$ cat config.mk
export PLATFORM = sky130hd
export DESIGN_NAME = swallow_div
export DESIGN_NICKNAME = d
export VERILOG_FILES = /design/src/rtl/swallow_div_pkg.sv /design/src/rtl/swallow_div_dp.sv /design/src/rtl/swallow_div_ctl.sv /design/src/rtl/swallow_div.sv
export SDC_FILE = /design/constraint.sdc
export NUM_CORES = 1
export LEC_CHECK = 0
export ABC_AREA = 1
export CORE_AREA = 2 2 69 71
export DETAILED_ROUTE_END_ITERATION = 16
export DIE_AREA = 0 0 71 73
export PLACE_DENSITY = 0.89
export SLEW_MARGIN = 20
export SYNTH_ARGS = -nofsm -noshare
export SYNTH_HDL_FRONTEND = slang
export SYNTH_SLANG_ARGS = --single-unit
$ cat constraint.sdc
create_clock -name clk -period 3.3 [get_ports clk]
set_input_delay 0.66 -clock clk [delete_from_list [all_inputs] [get_ports clk]]
set_output_delay 0.66 -clock clk [all_outputs]
set_load 0.02 [all_outputs]
$ cat src/rtl/swallow_div_pkg.sv
package swallow_div_pkg;
  typedef struct packed {
    logic load;     // take a new word and restart the count
    logic advance;  // step the period counter
  } divStrobe_t;
endpackage

$ cat src/rtl/swallow_div_dp.sv
module swallow_div_dp
  import swallow_div_pkg::*;
#(
  parameter int NWIDTH = 18,
  parameter int PLOG   = 5
) (
  input  logic              clk,
  input  logic              rst_n,
  input  divStrobe_t        strobe,
  input  logic [NWIDTH-1:0] nWord,
  input  logic              bigMod,
  output logic              atEnd,
  output logic              inSwallow,
  output logic              wordErr
);
  localparam int AW = PLOG + 1;
  localparam int BW = NWIDTH - PLOG;

  logic [AW-1:0] aRaw, aNew, activeA;
  logic [BW-1:0] bNew, lastNew, lastCnt, cnt;
  logic          errNew, errQ;

  // split the word according to the prescaler size
  always_comb begin
    if (bigMod) begin
      aRaw = nWord[PLOG:0];
      bNew = BW'(nWord[NWIDTH-1:PLOG+1]);
    end else begin
      aRaw = AW'(nWord[PLOG-1:0]);
      bNew = nWord[NWIDTH-1:PLOG];
    end
    errNew  = BW'(aRaw) > bNew;
    aNew    = errNew ? AW'(bNew) : aRaw;
    lastNew = (bNew == '0) ? '0 : bNew - BW'(1);
  end

  always_ff @(posedge clk or negedge rst_n) begin
    if (!rst_n) begin
      cnt     <= '0;
      lastCnt <= '0;
      activeA <= '0;
      errQ    <= 1'b0;
    end else if (strobe.load) begin
      cnt     <= '0;
      lastCnt <= lastNew;
      activeA <= aNew;
      errQ    <= errNew;
    end else if (strobe.advance) begin
      cnt <= cnt + BW'(1);
    end
  end

  assign atEnd     = (cnt == lastCnt);
  assign inSwallow = (cnt < BW'(activeA));
  assign wordErr   = errQ;
endmodule

$ cat src/rtl/swallow_div_ctl.sv
module swallow_div_ctl
  import swallow_div_pkg::*;
(
  input  logic       clk,
  input  logic       rst_n,
  input  logic       pwrDown,
  input  logic       atEnd,
  input  logic       inSwallow,
  output divStrobe_t strobe,
  output logic       modCtl,
  output logic       divPulse
);
  logic stopped;

  // reset behaves like powerdown: reload every cycle, outputs quiet
  always_ff @(posedge clk or negedge rst_n) begin
    if (!rst_n) stopped <= 1'b1;
    else        stopped <= pwrDown;
  end

  always_comb begin
    strobe.load    = stopped | atEnd;
    strobe.advance = ~strobe.load;
    modCtl         = ~stopped & inSwallow;
    divPulse       = ~stopped & atEnd;
  end
endmodule

$ cat src/rtl/swallow_div.sv
module swallow_div
  import swallow_div_pkg::*;
#(
  parameter int NWIDTH = 18,
  parameter int PLOG   = 5
) (
  input  logic              clk,
  input  logic              rst_n,
  input  logic [NWIDTH-1:0] nWord,
  input  logic              bigMod,
  input  logic              pwrDown,
  output logic              modCtl,
  output logic              divPulse,
  output logic              wordErr
);
  divStrobe_t strobe;
  logic       atEnd, inSwallow;

  swallow_div_ctl u_ctl (
    .clk(clk), .rst_n(rst_n), .pwrDown(pwrDown), .atEnd(atEnd),
    .inSwallow(inSwallow), .strobe(strobe), .modCtl(modCtl), .divPulse(divPulse)
  );

  swallow_div_dp #(.NWIDTH(NWIDTH), .PLOG(PLOG)) u_dp (
    .clk(clk), .rst_n(rst_n), .strobe(strobe), .nWord(nWord), .bigMod(bigMod),
    .atEnd(atEnd), .inSwallow(inSwallow), .wordErr(wordErr)
  );
endmodule

== Word-level counts from Yosys, hierarchy flattened ==
Index checks and enable logic that the tools add are counted.

* Equality and inequality tests: 1
* Reduce and logical (&&, ||, !) cells: 1
* $lt $le $gt $ge: 2
* Bitwise operators: 4
* $add $sub $neg: 2
* Multiplexer cells: 5

{| class="wikitable"
|+ Operators with widths
! kind !! count
|-
| $mux W13 || 3
|-
| $add A13 B1 Y13 const B || 1
|-
| $eq A13 B13 Y1 || 1
|-
| $gt A6 B13 Y1 || 1
|-
| $logic_not A13 Y1 || 1
|-
| $lt A13 B6 Y1 || 1
|-
| $sub A13 B1 Y13 const B || 1
|-
| $mux W6 || 2
|-
| $and A1 B1 Y1 || 2
|-
| $not A1 Y1 || 1
|-
| $or A1 B1 Y1 || 1
|}

* Output and inout bits: 3
* Bits in registers: 34
* Input port bits: 22
* Logic and storage cells: 20

== Longest topological paths before layout ==
* Depth after elaboration: 3
* Gate-level depth with buffers: 15
* Mapped depth without buffers: 14

== By module ==
Synthesis repeated with hierarchy kept, for this count alone.

* Cell total of the unflattened synthesis: 360
* Area, all modules: 2553.7 um^2

{| class="wikitable"
|+ Modules (own cells, without submodules)
! module !! instances !! cells an instance !! seq. area each (um^2) !! area each (um^2)
|-
| swallow_div_dp || 1 || 352 || 825.8 || 2501.1
|-
| swallow_div_ctl || 1 || 8 || 26.3 || 52.6
|}

== Worst setup path before layout ==
No wires, ideal clock.

* Path type: input -> register
* From: input port bigMod
* To: register u_dp.activeA[0]
* Data required time: 3.183 ns
* Path buffers: 1
* Library setup time: 0.117 ns
* Stages on the path: 12
* Data arrival time: 1.944 ns
* Setup slack: 1.238 ns
* Cell sequence: inv_2 -> buf_6 -> o21ai_2 -> ha_1 -> nand2_1 -> inv_1 -> nand2_1 -> nand3_2 -> nor2_4 -> nand3_1 -> nand3_1 -> nand2_1

* Cells in the longest elaborated chain, start to end: 3
* Elaborated cells between the ends (all ways): 4
* Those cells by class: 1 x order compare; 3 x mux

{| class="wikitable"
|+ Ends and longest elaborated chain
! item !! line !! source
|-
| start: declaration || swallow_div.sv:10 || <nowiki>input logic bigMod,</nowiki>
|-
| $mux W6 or $mux W13 (tied branches) || swallow_div_dp.sv:25 || <nowiki>if (bigMod) begin</nowiki>
|-
| $gt A6 B13 Y1 || swallow_div_dp.sv:32 || <nowiki>errNew = BW'(aRaw) > bNew;</nowiki>
|-
| $mux W6 (*) || swallow_div_dp.sv:33 || <nowiki>aNew = errNew ? AW'(bNew) : aRaw;</nowiki>
|-
| end signal: assignment || swallow_div_dp.sv:46 || <nowiki>activeA <= aNew;</nowiki>
|-
| end: declaration || swallow_div_dp.sv:19 || <nowiki>logic [AW-1:0] aRaw, aNew, activeA;</nowiki>
|}

Every way passes the cells marked *; elsewhere a longest branch is shown, timed or not.
A chain may end at the register's enable or synchronous reset.

== Worst setup path after layout ==
* From: register u_dp.cnt[4]
* To: output port modCtl

* Cells in the longest elaborated chain, start to end: 2

{| class="wikitable"
|+ Ends and longest elaborated chain
! item !! line !! source
|-
| start: declaration || swallow_div_dp.sv:20 || <nowiki>logic [BW-1:0] bNew, lastNew, lastCnt, cnt;</nowiki>
|-
| start signal: assignment || swallow_div_dp.sv:49 || <nowiki>cnt <= cnt + BW'(1);</nowiki>
|-
| $lt A13 B6 Y1 || swallow_div_dp.sv:54 || <nowiki>assign inSwallow = (cnt < BW'(activeA));</nowiki>
|-
| $and A1 B1 Y1 || swallow_div_ctl.sv:24 || <nowiki>modCtl = ~stopped & inSwallow;</nowiki>
|-
| end: declaration || swallow_div.sv:12 || <nowiki>output logic modCtl,</nowiki>
|}

Every way passes these cells.

==> summary.md <==
| Metric | Value |
|---|---|
| Tot Pwr | `around 1 mW` |
| FF-to-FF setup slack | `roughly 1500 ps` |
| Status | `complete, no violations` |
| Initial Utilization | `approximately three fifths` |
| Total track usage | `between 20% and 30%` |
| CP Cell Sequence | `ha_1, nand2_1, inv_1, nand4_1, o211ai_1, a21oi_1, clkdlybuf4s50_1` |
| Synth warn | `0` |
| Number of synthesized register bits | `34` |
| Die H | `approximately 73 um` |
| Routed Antenna Nets | `0` |
| Endpoints failing setup | `0` |
| First-pass GRT wire length | `between 9 and 10 mm` |
| Num CTS Buffers | `5` |
| Port buffer count | `24` |
| Post-Synth XOR/XNOR Area | `a little under 3%` |
| Comb power frac | `between 20% and 30%` |
| DRC | `0` |
| CP max stage delay | `~620 ps` |
| I/O pin count | `25` |
| N_diodes | `0` |
| Syn Area/Cell | `just under 7 um2` |
| Area of the core | `4540 um2` |
| Asr flop ratio synth | `100%` |
| CP endpoint kind | `primary output` |
| CP Max Fanout | `5` |
| Post-synthesis cell count | `slightly below 400` |
| Net Switching | `around 0.32 mW` |
| Slew Viols, Final | `0` |
| CP required | `2640 ps` |
| Register area | `about 850 um2` |
| Post-synthesis compound-gate area fraction | `approximately 6.7%` |
| Tightest Pin Transition | `about 420 ps` |
| Leak | `around 1.6 nW` |
| Clk_skew | `about 3.5 ps` |
| DP HPWL | `4.28 mm` |
| Hold/Removal Path Class | `flop to flop` |
| Fin area | `between 3000 and 4000 um2` |
| Simple-gate share of the synthesized area | `40.2%` |
| GRT overflow | `0` |
| RSZ-0062 raised after global routing | `false` |
| Switching part of the total power | `between 30% and 40%` |
| Slew headroom | `about 72%` |
| Setup slack at placement | `392 ps` |
| Post-Syn Area | `2670 um2` |
| Final WS setup | `494 ps` |
| EDFF count, synth | `0` |
| Synth Net Count | `about 430` |
| Iter 0 DRT Violations | `205` |
| CTS hold repair buffers | `0` |
| CP Data Arrival Time | `between 2000 and 2500 ps` |
| Fmax | `roughly 360 MHz` |
| Final wirelength | `roughly 5.4 mm` |
| Delay-heaviest family, CP | `buffers and inverters` |
| Period utilization | `between 80% and 90%` |
| Root Buffer | `clkbuf_8` |
| Adder-cell area share of the yosys netlist | `6.09%` |
| Buffers and inverters on the worst path | `2` |
| Final hold vios | `0` |
| Largest area contributor in the netlist | `dfrtp_1` |
| H-tree depth | `2` |
| Wirelength per Cell | `between 10 and 15 um` |
| Worst hold margin | `479 ps` |
| Initial antenna violation count | `0` |
| Layout fillers | `a little under 400` |
| Row cnt | `25` |
| Largest net degree at the start of global routing | `35` |
| Startpoint Class | `flop` |
| Area growth syn-to-layout | `13.2%` |
| Latest clock arrival within the worst-skew pair | `between 200 and 300 ps` |
| Share of cells above drive strength 1 | `about 12%` |
| RePlAce Congestion | `approximately 0.9` |
| Synth Flop Type | `dfrtp_1` |
| CTS tree | `yes` |
| Post-CTS Setup Bufs | `0` |
| Clock Tree Buf Depth | `2` |
| Vias | `between 2k and 2.5k` |
| VDD IR-drop max | `0.188 mV` |
| CTS clock-pin slew for the worst setup and hold paths | `about 70 ps` |
| Sequential share of power | `45.8%` |
| Synth area leaders | `dfrtp_1 31%, nand2_1 21%, inv_1 8.4%` |
| Clock network power share | `roughly 30%` |
| DIE AREA | `5180 um2` |
| Int Power | `0.712 mW` |
| Mux contribution to synthesized area | `0%` |
| Clock sink count | `34` |
| Maxcap violations | `0` |
| Vias in the first global route | `about 2.3k` |
| Slowest cell on crit path | `clkdlybuf4s50_1` |
| First-pass detailed-route iteration total | `4` |
| Combinational family with the most area after synthesis | `simple AND/OR/NAND/NOR gates` |
| Sequential share of the synthesized area | `31.9%` |
| Placement Cell Area | `~2900 um2` |
| Post-synth top area share | `30.9%` |
| # resized after CTS | `0` |
| Area occupied by multi-input gates | `approximately 1500 um2` |
| Fin Setup TNS | `0 ps` |
| Vias per std cell | `roughly 5.1` |
| Die X | `between 70 and 80 um` |
| Final min period | `between 2000 and 3000 ps` |
| Layout net count | `~460` |
| Kind of critical path | `flop to primary output` |
| Synth unique cells | `27` |
| Power per cell area | `about 340 nW/um2` |
final cells by class:
| class | instances | share of cell area, % |
|---|---|---|
| clock inverter | 1 | 0.166 |
| timing repair buffer | 27 | 8.70 |
| clock buffer | 7 | 2.86 |
| multi-input combinational | 287 | 49.4 |
| inverter | 68 | 8.45 |
| tap | 54 | 2.24 |
| sequential | 34 | 28.2 |
stage by stage:
step           utilization [%]  std cells
2_1_floorplan                -        397
3_3_place_gp              64.6        470
3_5_place_dp              64.6        470
4_1_cts                   66.6        478
5_1_grt                   66.6        478
6_report                  66.6        478
synth_stat cells (4+ instances only):
master and count:
buf_6 4, nand2_2 6, xor2_1 8, nor2_1 31, o21ai_2 12, nand2_1 146, nor2_4 4, ha_1 13
a21oi_1 8, o21ai_0 4, nand3_1 28, nand2_4 6, inv_1 60, nor3_1 7, inv_2 8, dfrtp_1 33
nand4_1 5
cell usage in the layout (no fill, tap or decap), drive strengths merged:
| cell type | netlist | layout |
|---|---|---|
| nand2 | 158 | 158 |
| inv | 68 | 68 |
| nor2 | 36 | 36 |
| dfrtp | 33 | 33 |
| nand3 | 31 | 31 |
| clkdlybuf4s50 | 0 | 24 |
| o21ai | 17 | 17 |
| ha | 13 | 13 |
| xor2 | 8 | 8 |
| a21oi | 8 | 8 |
| nor3 | 8 | 8 |
| clkbuf | 0 | 7 |
| nand4 | 5 | 5 |
| buf | 8 | 3 |
| xnor2 | 1 | 1 |
| o211ai | 1 | 1 |
| nor4 | 1 | 1 |
| clkinv | 0 | 1 |
| dfstp | 1 | 1 |
metal layers:
| layer | GRT usage (%) | wire, um | vias to the layer above | share of wire, % |
|---|---|---|---|---|
| met1 | 28.7 | 2490 | 1086 | 46 |
| met2 | 39.1 | 2560 | 65 | 47 |
| met5 | 0 | 0 | - | 0 |
| met3 | 3.59 | 222 | 15 | 4.1 |
| met4 | 11.5 | 157 | 0 | 2.9 |
| li1 | - | - | 1274 | - |
logic make-up after synthesis:
family	after synthesis
simple gates	239
flops	34
buf+inv	76
fa+ha+maj	13
xor+xnor	9
compound gates	26
registers in the layout, summed over array words and instances, names as in the netlist:
name,cells
u_dp.lastCnt,13
u_dp.cnt,13
u_dp.wordErr,1
u_dp.activeA,6
u_ctl.stopped,1
power groups by stage:
stage               combinational, mW  sequential [mW]  clock (mW)
CTS                             0.248            0.471       0.317
global placement                0.236            0.477           0
finish                          0.247            0.472       0.311
floorplan                       0.178            0.471           0
global route                    0.284            0.475       0.341
detailed placement              0.246            0.478           0
path summary, 6_finish.rpt:
path | endpoint | depth (start not counted) | start
setup / recovery | modCtl | 7 | u_dp.cnt[4]$_DFF_PN0_
hold / removal | u_dp.activeA[2]$_DFFE_PN0N_ | 2 | u_dp.activeA[2]$_DFFE_PN0N_
setup reg to reg | u_dp.lastCnt[3]$_DFFE_PN0N_ | 11 | u_dp.cnt[8]$_DFF_PN0_
hold reg to reg | u_dp.activeA[2]$_DFFE_PN0N_ | 2 | u_dp.activeA[2]$_DFFE_PN0N_
max in group asynchronous | u_ctl.stopped$_DFF_PN1_ | 2 | rst_n
min in group asynchronous | u_dp.cnt[2]$_DFF_PN0_ | 2 | rst_n
tightest hold or removal path, cell delays in order (launching register included):
cell     delay [ps]
dfrtp_1         340
nand2_1          50
nand2_1          50
Power figures use the tool's default switching activity.
